--- src/rtl/cart_bank_pkg.sv ---
package cart_bank_pkg;

    // Bits of bank number inside one chip, chip-select bits, window offset bits
    parameter int unsigned CHIP_BANK_BITS = 6;
    parameter int unsigned CHIP_SEL_BITS  = 1;
    parameter int unsigned WIN_ADDR_BITS  = 13;

    // Command decoded from an I/O page write
    typedef enum logic [1:0] {
        IO_NONE   = 2'd0,
        IO_SELECT = 2'd1,
        IO_OFF    = 2'd2
    } io_cmd_e;

endpackage

--- src/rtl/cart_io_decode.sv ---
module cart_io_decode
    import cart_bank_pkg::*;
#(
    parameter int unsigned BANK_W = 7,
    parameter int unsigned OFS_W  = BANK_W + 1
) (
    input  logic              io_sel,
    input  logic              cpu_we,
    input  logic [OFS_W-1:0]  offset,
    output io_cmd_e           cmd,
    output logic [BANK_W-1:0] new_bank
);

    // Bank number comes from the address; the top offset bit marks commands
    assign new_bank = offset[BANK_W-1:0];

    always_comb begin
        cmd = IO_NONE;
        if (io_sel && cpu_we) begin
            if (!offset[OFS_W-1]) begin
                cmd = IO_SELECT;
            end else if (offset[BANK_W-1:0] == '0) begin
                cmd = IO_OFF;
            end
        end
    end

endmodule

--- src/rtl/cart_bank_reg.sv ---
module cart_bank_reg
    import cart_bank_pkg::*;
#(
    parameter int unsigned BANK_W = 7
) (
    input  logic              clk,
    input  logic              rst_n,
    input  io_cmd_e           cmd,
    input  logic [BANK_W-1:0] new_bank,
    output logic [BANK_W-1:0] bank,
    output logic              cart_on
);

    typedef struct packed {
        logic [BANK_W-1:0] bank;
        logic              on;
    } bank_state_t;

    bank_state_t st_d;
    bank_state_t st_q;

    always_comb begin
        st_d = st_q;
        unique case (cmd)
            IO_SELECT: begin
                st_d.bank = new_bank;
                st_d.on   = 1'b1;
            end
            IO_OFF: begin
                st_d.on   = 1'b0;
            end
            default: begin
                st_d = st_q;
            end
        endcase
    end

    always_ff @(posedge clk or negedge rst_n) begin
        if (!rst_n) begin
            st_q.bank <= '0;
            st_q.on   <= 1'b1;
        end else begin
            st_q <= st_d;
        end
    end

    assign bank    = st_q.bank;
    assign cart_on = st_q.on;

endmodule

--- src/rtl/cart_mem_route.sv ---
module cart_mem_route
    import cart_bank_pkg::*;
#(
    parameter int unsigned BANK_W    = 7,
    parameter int unsigned CBB       = 6,
    parameter int unsigned CSB       = 1,
    parameter int unsigned WAB       = 13,
    parameter int unsigned NUM_CHIPS = 1 << CSB,
    parameter int unsigned MA_W      = CBB + WAB
) (
    input  logic                 cart_on,
    input  logic [BANK_W-1:0]    bank,
    input  logic                 win_sel,
    input  logic                 cpu_we,
    input  logic                 wp,
    input  logic [WAB-1:0]       cpu_addr,
    output logic [MA_W-1:0]      mem_addr,
    output logic [NUM_CHIPS-1:0] chip_en,
    output logic                 mem_we,
    output logic                 win_en
);

    logic [CSB-1:0]       chip_sel;
    logic [NUM_CHIPS-1:0] writable;

    assign chip_sel = bank[BANK_W-1 -: CSB];
    assign mem_addr = {bank[CBB-1:0], cpu_addr};
    assign win_en   = cart_on;

    for (genvar i = 0; i < NUM_CHIPS; i++) begin : g_chip
        assign chip_en[i] = cart_on && win_sel && (chip_sel == CSB'(i));
        if (i == 0) begin : g_boot
            assign writable[i] = !wp;
        end else begin : g_free
            assign writable[i] = 1'b1;
        end
    end

    assign mem_we = cpu_we && |(chip_en & writable);

endmodule

--- src/rtl/cart_bank_ctrl.sv ---
module cart_bank_ctrl
    import cart_bank_pkg::*;
#(
    parameter int unsigned CBB = CHIP_BANK_BITS,
    parameter int unsigned CSB = CHIP_SEL_BITS,
    parameter int unsigned WAB = WIN_ADDR_BITS,
    localparam int unsigned BANK_W    = CBB + CSB,
    localparam int unsigned OFS_W     = BANK_W + 1,
    localparam int unsigned NUM_CHIPS = 1 << CSB,
    localparam int unsigned MA_W      = CBB + WAB
) (
    input  logic                 clk,
    input  logic                 rst_n,
    input  logic                 io_sel,
    input  logic                 win_sel,
    input  logic                 cpu_we,
    input  logic [WAB-1:0]       cpu_addr,
    input  logic                 wp,
    output logic [MA_W-1:0]      mem_addr,
    output logic [NUM_CHIPS-1:0] chip_en,
    output logic                 mem_we,
    output logic                 win_en
);

    io_cmd_e           cmd;
    logic [BANK_W-1:0] new_bank;
    logic [BANK_W-1:0] bank;
    logic              cart_on;

    cart_io_decode #(
        .BANK_W (BANK_W),
        .OFS_W  (OFS_W)
    ) i_decode (
        .io_sel   (io_sel),
        .cpu_we   (cpu_we),
        .offset   (cpu_addr[OFS_W-1:0]),
        .cmd      (cmd),
        .new_bank (new_bank)
    );

    cart_bank_reg #(
        .BANK_W (BANK_W)
    ) i_reg (
        .clk      (clk),
        .rst_n    (rst_n),
        .cmd      (cmd),
        .new_bank (new_bank),
        .bank     (bank),
        .cart_on  (cart_on)
    );

    cart_mem_route #(
        .BANK_W    (BANK_W),
        .CBB       (CBB),
        .CSB       (CSB),
        .WAB       (WAB),
        .NUM_CHIPS (NUM_CHIPS),
        .MA_W      (MA_W)
    ) i_route (
        .cart_on  (cart_on),
        .bank     (bank),
        .win_sel  (win_sel),
        .cpu_we   (cpu_we),
        .wp       (wp),
        .cpu_addr (cpu_addr),
        .mem_addr (mem_addr),
        .chip_en  (chip_en),
        .mem_we   (mem_we),
        .win_en   (win_en)
    );

endmodule

--- config.mk ---
export PLATFORM = sky130hd
export DESIGN_NAME = cart_bank_ctrl
export DESIGN_NICKNAME = d
export VERILOG_FILES = /design/src/rtl/cart_bank_pkg.sv /design/src/rtl/cart_io_decode.sv /design/src/rtl/cart_bank_reg.sv /design/src/rtl/cart_mem_route.sv /design/src/rtl/cart_bank_ctrl.sv
export SDC_FILE = /design/constraint.sdc
export NUM_CORES = 1
export LEC_CHECK = 0
export BUFFER_PORTS_ARGS = -buffer_cell sky130_fd_sc_hd__buf_4
export CORE_MARGIN = 3
export CORE_UTILIZATION = 41
export CTS_BUF_LIST = sky130_fd_sc_hd__clkbuf_16
export DETAILED_ROUTE_END_ITERATION = 10
export GPL_ROUTABILITY_DRIVEN = 0
export PLACE_DENSITY = 0.82
export SLEW_MARGIN = 20
export SYNTH_ARGS = -nofsm -noshare
export SYNTH_HDL_FRONTEND = slang
export SYNTH_SLANG_ARGS = --single-unit
--- constraint.sdc ---
create_clock -name clk -period 1.7 [get_ports clk]
set_clock_uncertainty 0.1 [all_clocks]
set_input_delay 0.255 -clock clk [delete_from_list [all_inputs] [get_ports clk]]
set_output_delay 0.255 -clock clk [all_outputs]
set_load 0.01 [all_outputs]
==> flow_metrics.py, run 1 <==
metrics = {
    "outcome": {
        "status": "finished, final reports clean",
    },
    "place": {
        "dp_hpwl_um": 844,
        "port_buffers": 31,
        "placed_cells": 76,
        "preCtsSetupSlack_ns": 0.00124,
    },
    "floorplanning": {
        "rows": 12,
        "start_util_pct": 46.6,
        "ios": 42,
        "die_h_um": 42.5,
        "core_um2": 1170,
        "fp.dieW_um": 42.5,
        "dieArea_um2": 1800,
    },
    "clock_network": {
        "tritoncts": "done",
        "clk_pin_slew_ns": 0.04,
        "clock-sinks": 8,
        "clock_latency_ns": 0.23,
        "cts_max_path_buffers": 2,
        "root_buffer": "clkbuf_16",
        "postCtsSetupBuffers": 0,
        "cts-htree-levels": 1,
        "cts_buffers": 3,
    },
    "route": {
        "drtPass1Iterations": 4,
        "detail-route-antenna-nets": 0,
        "drt-initial-drc-count": 1,
        "drc_errors": 0,
        "vias_per_cell": 4.78,
        "wl_per_cell_um": 12.9,
        "vias": 387,
        "routed_wl_mm": 1.05,
    },
    "cells_and_area": {
        "seq_area_um2": 201,
        "stdcell_count": 81,
        "multiInputGateArea_um2": 196,
        "drive_gt1_share_pct": 65.7,
        "fillers": 106,
        "area_growth_pct": 35.1,
        "antenna_cells": 0,
        "fin_nets": 89,
    },
    "timing": {
        "setup_slack_ns": 0.181,
        "maxSlewHeadroom_pct": 79.2,
        "period_share_pct": 89.4,
        "setup-violations-final": 0,
        "period_needed_ns": 1.52,
        "hold_viol_final": 0,
        "slew_viol_final": 0,
        "rsz0062_at_grt": "no",
        "setup_tns_ns": 0,
        "tightest_slew_ns": 0.312,
        "whs_ns": 0.164,
        "fmax_mhz": 658,
    },
    "critical_path": {
        "r2r_end": "i_reg.bank[6]$_DFFE_PN0N_",
        "rrSetupSlack_ns": 0.82,
        "critPathLaunchType": "flop",
        "end_kind": "output port",
        "cp_max_fo": 4,
        "ff2ff_path_depth": 1,
        "critical_path_class": "flop to output port",
        "r2r-start": "i_reg.bank[6]$_DFFE_PN0N_",
        "cp.arrival_ns": 1.16,
        "cp.required_ns": 1.34,
    },
    "yosys": {
        "yosysUniqueCellTypes": 18,
        "yosysWarnings": 0,
        "synth_edf_count": 0,
        "syn-instance-count": 51,
        "ys_seq_area_share_pct": 36.9,
        "netlist_area_um2": 546,
        "async_reset_ff_share_pct": 100,
        "synth_area_per_cell_um2": 10.7,
        "syn-num-nets": 72,
        "ys.flop_type": "dfrtp_1",
        "synth_seq_cells": 8,
    },
    "global_route": {
        "grt_pass1_vias": 398,
        "grt.overflow.total": 0,
        "grt_max_degree": 9,
        "antenna_found_initial": 0,
        "track_usage_pct": 13.6,
        "grt_first_pass_wirelength_mm": 1.79,
    },
    "pwr": {
        "ir_drop_v": 0.000637,
        "power_density_nw_per_um2": 1130,
        "finalPower_mw": 0.834,
        "p_leak_nw": 0.367,
    },
    "hold_path": {
        "min-delay-start": "cpu_addr[0]",
        "whs_path_depth": 2,
        "worstHoldEndpoint": "i_reg.bank[0]$_DFFE_PN0N_",
        "hp-class": "input pin to flop",
    },
    "job": {
        "cap_violations": 0,
    },
}
[flip-flops by register name, summed over array words and instances (netlist names)]
signal and count:
i_reg.bank 7, i_reg.cart_on 1
[final cells by class]
class | instances | share of cell area (%)
Clock buffer | 3 | 10.2
Clock inverter | 1 | 0.509
Multi-Input combinational cell | 23 | 26.7
Sequential cell | 8 | 27.3
Tap cell | 14 | 2.38
Timing Repair Buffer | 32 | 32.9
[worst max-delay path, cell delays in order, from the launching register on]
cell     delay, ns
dfstp_2       0.54
nand2_1       0.07
nor3b_1       0.18
buf_4         0.15
[per-layer routing]
metal / part of all wire, % / up-vias / GRT usage (%)
met4: 0 / 0 / 6.21
met2: 51 / 23 / 21.9
met3: 10 / 0 / 6.87
met5: 0 / - / 0
li1: - / 188 / -
met1: 38 / 176 / 14.9
[Yosys cell counts, types with 2 or more instances]
master / number / share of area, %
dfrtp_1: 7 / 32
buf_4: 19 / 26
nand2_1: 3 / 2.1
mux2_2: 6 / 12
nor2_1: 2 / 1.4
ha_1: 2 / 4.6
[stage by stage]
stage / utilization [%] / instance area [um^2]
finish: 62.9 / 737
global route: 62.9 / 737
CTS: 62.9 / 737
detailed placement: 55.3 / 648
global placement: 55.3 / 648
floorplan: - / 546
[cell families (layout without fill, tap and decap cells)]
| logic type | after synthesis | in the layout | share of synthesized area, % |
|---|---|---|---|
| flip-flops | 8 | 8 | 36.9 |
| AND/OR/NAND/NOR | 13 | 13 | 16.1 |
| multiplexers | 7 | 7 | 14.4 |
| adder cells (fa/ha/maj) | 2 | 2 | 4.59 |
| AO/OA/AOI/OAI | 1 | 1 | 0.917 |
| buffers and inverters | 20 | 36 | 27.1 |
[report_power, final]
group / switching (mW) / internal (mW) / total (mW)
Clock: 0.0943 / 0.307 / 0.401
Combinational: 0.0738 / 0.110 / 0.183
Sequential: 0.0204 / 0.230 / 0.250
[repair_timing]
| action | 4_1_cts | 5_1_grt |
|---|---|---|
| hold buffers | 1 | 0 |
| gates resized for setup | 0 | 0 |
| hold endpoints to repair | 8 | 0 |
[how the worst max path moves through the flow]
| stage | from | to | slack (ns) | cells past startpoint |
|---|---|---|---|---|
| final | i_reg.cart_on$_DFFE_PN1P_ | mem_we | 0.18 | 3 |
| after global routing | cpu_addr[2] | i_reg.bank[0]$_DFFE_PN0N_ | 0.13 | 5 |
| after CTS | i_reg.cart_on$_DFFE_PN1P_ | mem_we | 0.17 | 3 |
| after detailed placement | cpu_addr[2] | i_reg.bank[0]$_DFFE_PN0N_ | 0.001 | 5 |
| after global placement | cpu_addr[2] | i_reg.bank[0]$_DFFE_PN0N_ | 0.04 | 5 |
| after floorplan | cpu_addr[2] | i_reg.bank[0]$_DFFE_PN0N_ | 0.21 | 5 |
[cell usage in the layout, fill, tap and decap left out, drive strengths merged]
master	instances
dlygate4sd3	1
buf	31
nor4b	1
dfstp	1
nor2	2
clkbuf	3
or2	1
ha	2
mux2	7
nor4	1
nor2b	1
o21ai	1
inv	1
nand4	1
nor3b	1
nand2	3
and3	1
dfrtp	7
and3b	1
(Power assumes the default switching activity.)
==> run 2: changes to the inputs <==
--- a/config.mk
+++ b/config.mk
@@ -7,11 +7,12 @@
 export LEC_CHECK = 0
 export BUFFER_PORTS_ARGS = -buffer_cell sky130_fd_sc_hd__buf_4
 export CORE_MARGIN = 3
-export CORE_UTILIZATION = 41
+export CORE_UTILIZATION = 35
 export CTS_BUF_LIST = sky130_fd_sc_hd__clkbuf_16
 export DETAILED_ROUTE_END_ITERATION = 10
 export GPL_ROUTABILITY_DRIVEN = 0
-export PLACE_DENSITY = 0.82
+export PLACE_DENSITY = 0.72
+export REMOVE_ABC_BUFFERS = 1
 export SLEW_MARGIN = 20
 export SYNTH_ARGS = -nofsm -noshare
 export SYNTH_HDL_FRONTEND = slang
==> run 2 against run 1 <==
Critical path depth unchanged. Sequential share of layout area about the same. Utilization shrank 9.5 points. Global-route usage shrank 1.2 points. Total power fell by 0.17%. Critical path type unchanged. Largest cell class unchanged. Highest routed layer is now met4.
==> flow_metrics.py, run 2 (synthesis results as in run 1) <==
metrics = {
    "outcome": {
        "status": "finished, final reports clean",
    },
    "clock_network": {
        "post_cts_resized": 0,
        "tritoncts": "done",
        "clock-sinks": 8,
        "root_buffer": "clkbuf_16",
        "cts-htree-levels": 1,
        "cts_buffers": 3,
        "cts_max_path_buffers": 2,
        "clk_pin_slew_ns": 0.04,
        "postCtsSetupBuffers": 0,
        "clock_latency_ns": 0.23,
    },
    "floorplanning": {
        "fp.dieW_um": 45.5,
        "dieArea_um2": 2070,
        "core_um2": 1380,
        "start_util_pct": 39.5,
        "ios": 42,
        "die_h_um": 45.5,
        "rows": 13,
    },
    "route": {
        "detail-route-antenna-nets": 0,
        "wl_per_cell_um": 13.8,
        "drc_errors": 0,
        "vias": 392,
        "drt-initial-drc-count": 5,
        "vias_per_cell": 4.78,
        "drtPass1Iterations": 2,
        "routed_wl_mm": 1.13,
    },
    "critical_path": {
        "cp.arrival_ns": 1.16,
        "ff2ff_path_depth": 1,
        "critPathLaunchType": "flop",
        "cp.required_ns": 1.34,
        "cp_max_fo": 4,
        "end_kind": "output port",
        "rrSetupSlack_ns": 0.82,
        "critical_path_class": "flop to output port",
    },
    "timing": {
        "fmax_mhz": 660,
        "maxSlewHeadroom_pct": 78.9,
        "slew_viol_final": 0,
        "setup_tns_ns": 0,
        "setup-violations-final": 0,
        "hold_viol_final": 0,
        "rsz0062_at_grt": "no",
        "period_share_pct": 89.1,
        "tightest_slew_ns": 0.316,
        "period_needed_ns": 1.51,
        "whs_ns": 0.176,
    },
    "cells_and_area": {
        "stdcell_count": 82,
        "largest_register_ffs": 7,
        "mostFrequentLayoutCells": "buf_4 (31), dfrtp_1 (7), mux2_2 (6)",
        "layout_commonest_cell": "buf_4",
        "drive_gt1_share_pct": 65.7,
        "antenna_cells": 0,
        "fillers": 121,
        "fin_nets": 89,
        "area_growth_pct": 35.3,
        "regMostFlops": "i_reg.bank",
    },
    "hold_path": {
        "whs_path_depth": 2,
        "hp-class": "input pin to flop",
    },
    "place": {
        "placed_cells": 77,
        "port_buffers": 31,
        "dp_hpwl_um": 817,
    },
    "pwr": {
        "power_density_nw_per_um2": 1130,
        "ir_drop_v": 0.000712,
        "p_leak_nw": 0.367,
    },
    "global_route": {
        "met3_usage_pct": 6.32,
        "grt_first_pass_wirelength_mm": 1.76,
        "grt_max_degree": 9,
        "track_usage_pct": 12.4,
        "antenna_found_initial": 0,
        "grt.busiest_layer": "met2",
        "gr-usage-met2_pct": 19.2,
        "grt.overflow.total": 0,
        "grtUsageMet1_pct": 13.6,
        "grt_pass1_vias": 374,
    },
    "job": {
        "cap_violations": 0,
    },
}
==> run 2: area by class of cell <==
type	count	area, um^2	share of cell area, %
Timing Repair Buffer	32	243	32.9
Multi-Input combinational cell	23	196	26.6
Clock buffer	3	75.1	10.2
Sequential cell	8	201	27.3
Tap cell	15	18.8	2.54
Clock inverter	1	3.75	0.508
==> run 2: repair_timing <==
| action | CTS | global route |
|---|---|---|
| hold buffers | 1 | 0 |
| endpoints found under the setup margin | 0 | 0 |
| endpoints found under the hold margin | 8 | 0 |
==> run 2: worst paths after layout <==
check                                     startpoint                   endpoint
setup reg to reg           i_reg.bank[6]$_DFFE_PN0N_  i_reg.bank[6]$_DFFE_PN0N_
hold / removal                           cpu_addr[0]  i_reg.bank[0]$_DFFE_PN0N_
min in group asynchronous                      rst_n  i_reg.bank[2]$_DFFE_PN0N_
setup / recovery           i_reg.cart_on$_DFFE_PN1P_                     mem_we
max in group asynchronous                      rst_n  i_reg.cart_on$_DFFE_PN1P_
hold reg to reg            i_reg.cart_on$_DFFE_PN1P_  i_reg.cart_on$_DFFE_PN1P_
==> run 2: routing by layer <==
metal / up-vias / part of all wire (%)
met5: - / 0
met1: 172 / 39
met2: 33 / 46
li1: 185 / -
met3: 2 / 14
met4: 0 / 1.2
==> run 2: critical path: stages (launching register included) <==
cell	delay (ns)
dfstp_2	0.54
nand2_1	0.07
nor3b_1	0.18
buf_4	0.15
==> run 2: power by group <==
group          total, mW  internal [mW]  leakage (nW)  switching (mW)
clock network      0.398          0.306        0.0423          0.0915
logic              0.182          0.109         0.231          0.0730
registers          0.253          0.230        0.0933          0.0228
==> run 2: per-stage QoR <==
stage | cell area [um^2] | setup slack [ns] | total power, mW | util (%)
2_1_floorplan | 398 | 0.241 | 0.315 | -
3_3_place_gp | 649 | 0.0554 | 0.435 | 47.0
3_5_place_dp | 649 | 0.0158 | 0.437 | 47.0
4_1_cts | 738 | 0.178 | 0.842 | 53.4
5_1_grt | 738 | 0.0995 | 0.868 | 53.4
6_report | 738 | 0.185 | 0.833 | 53.4
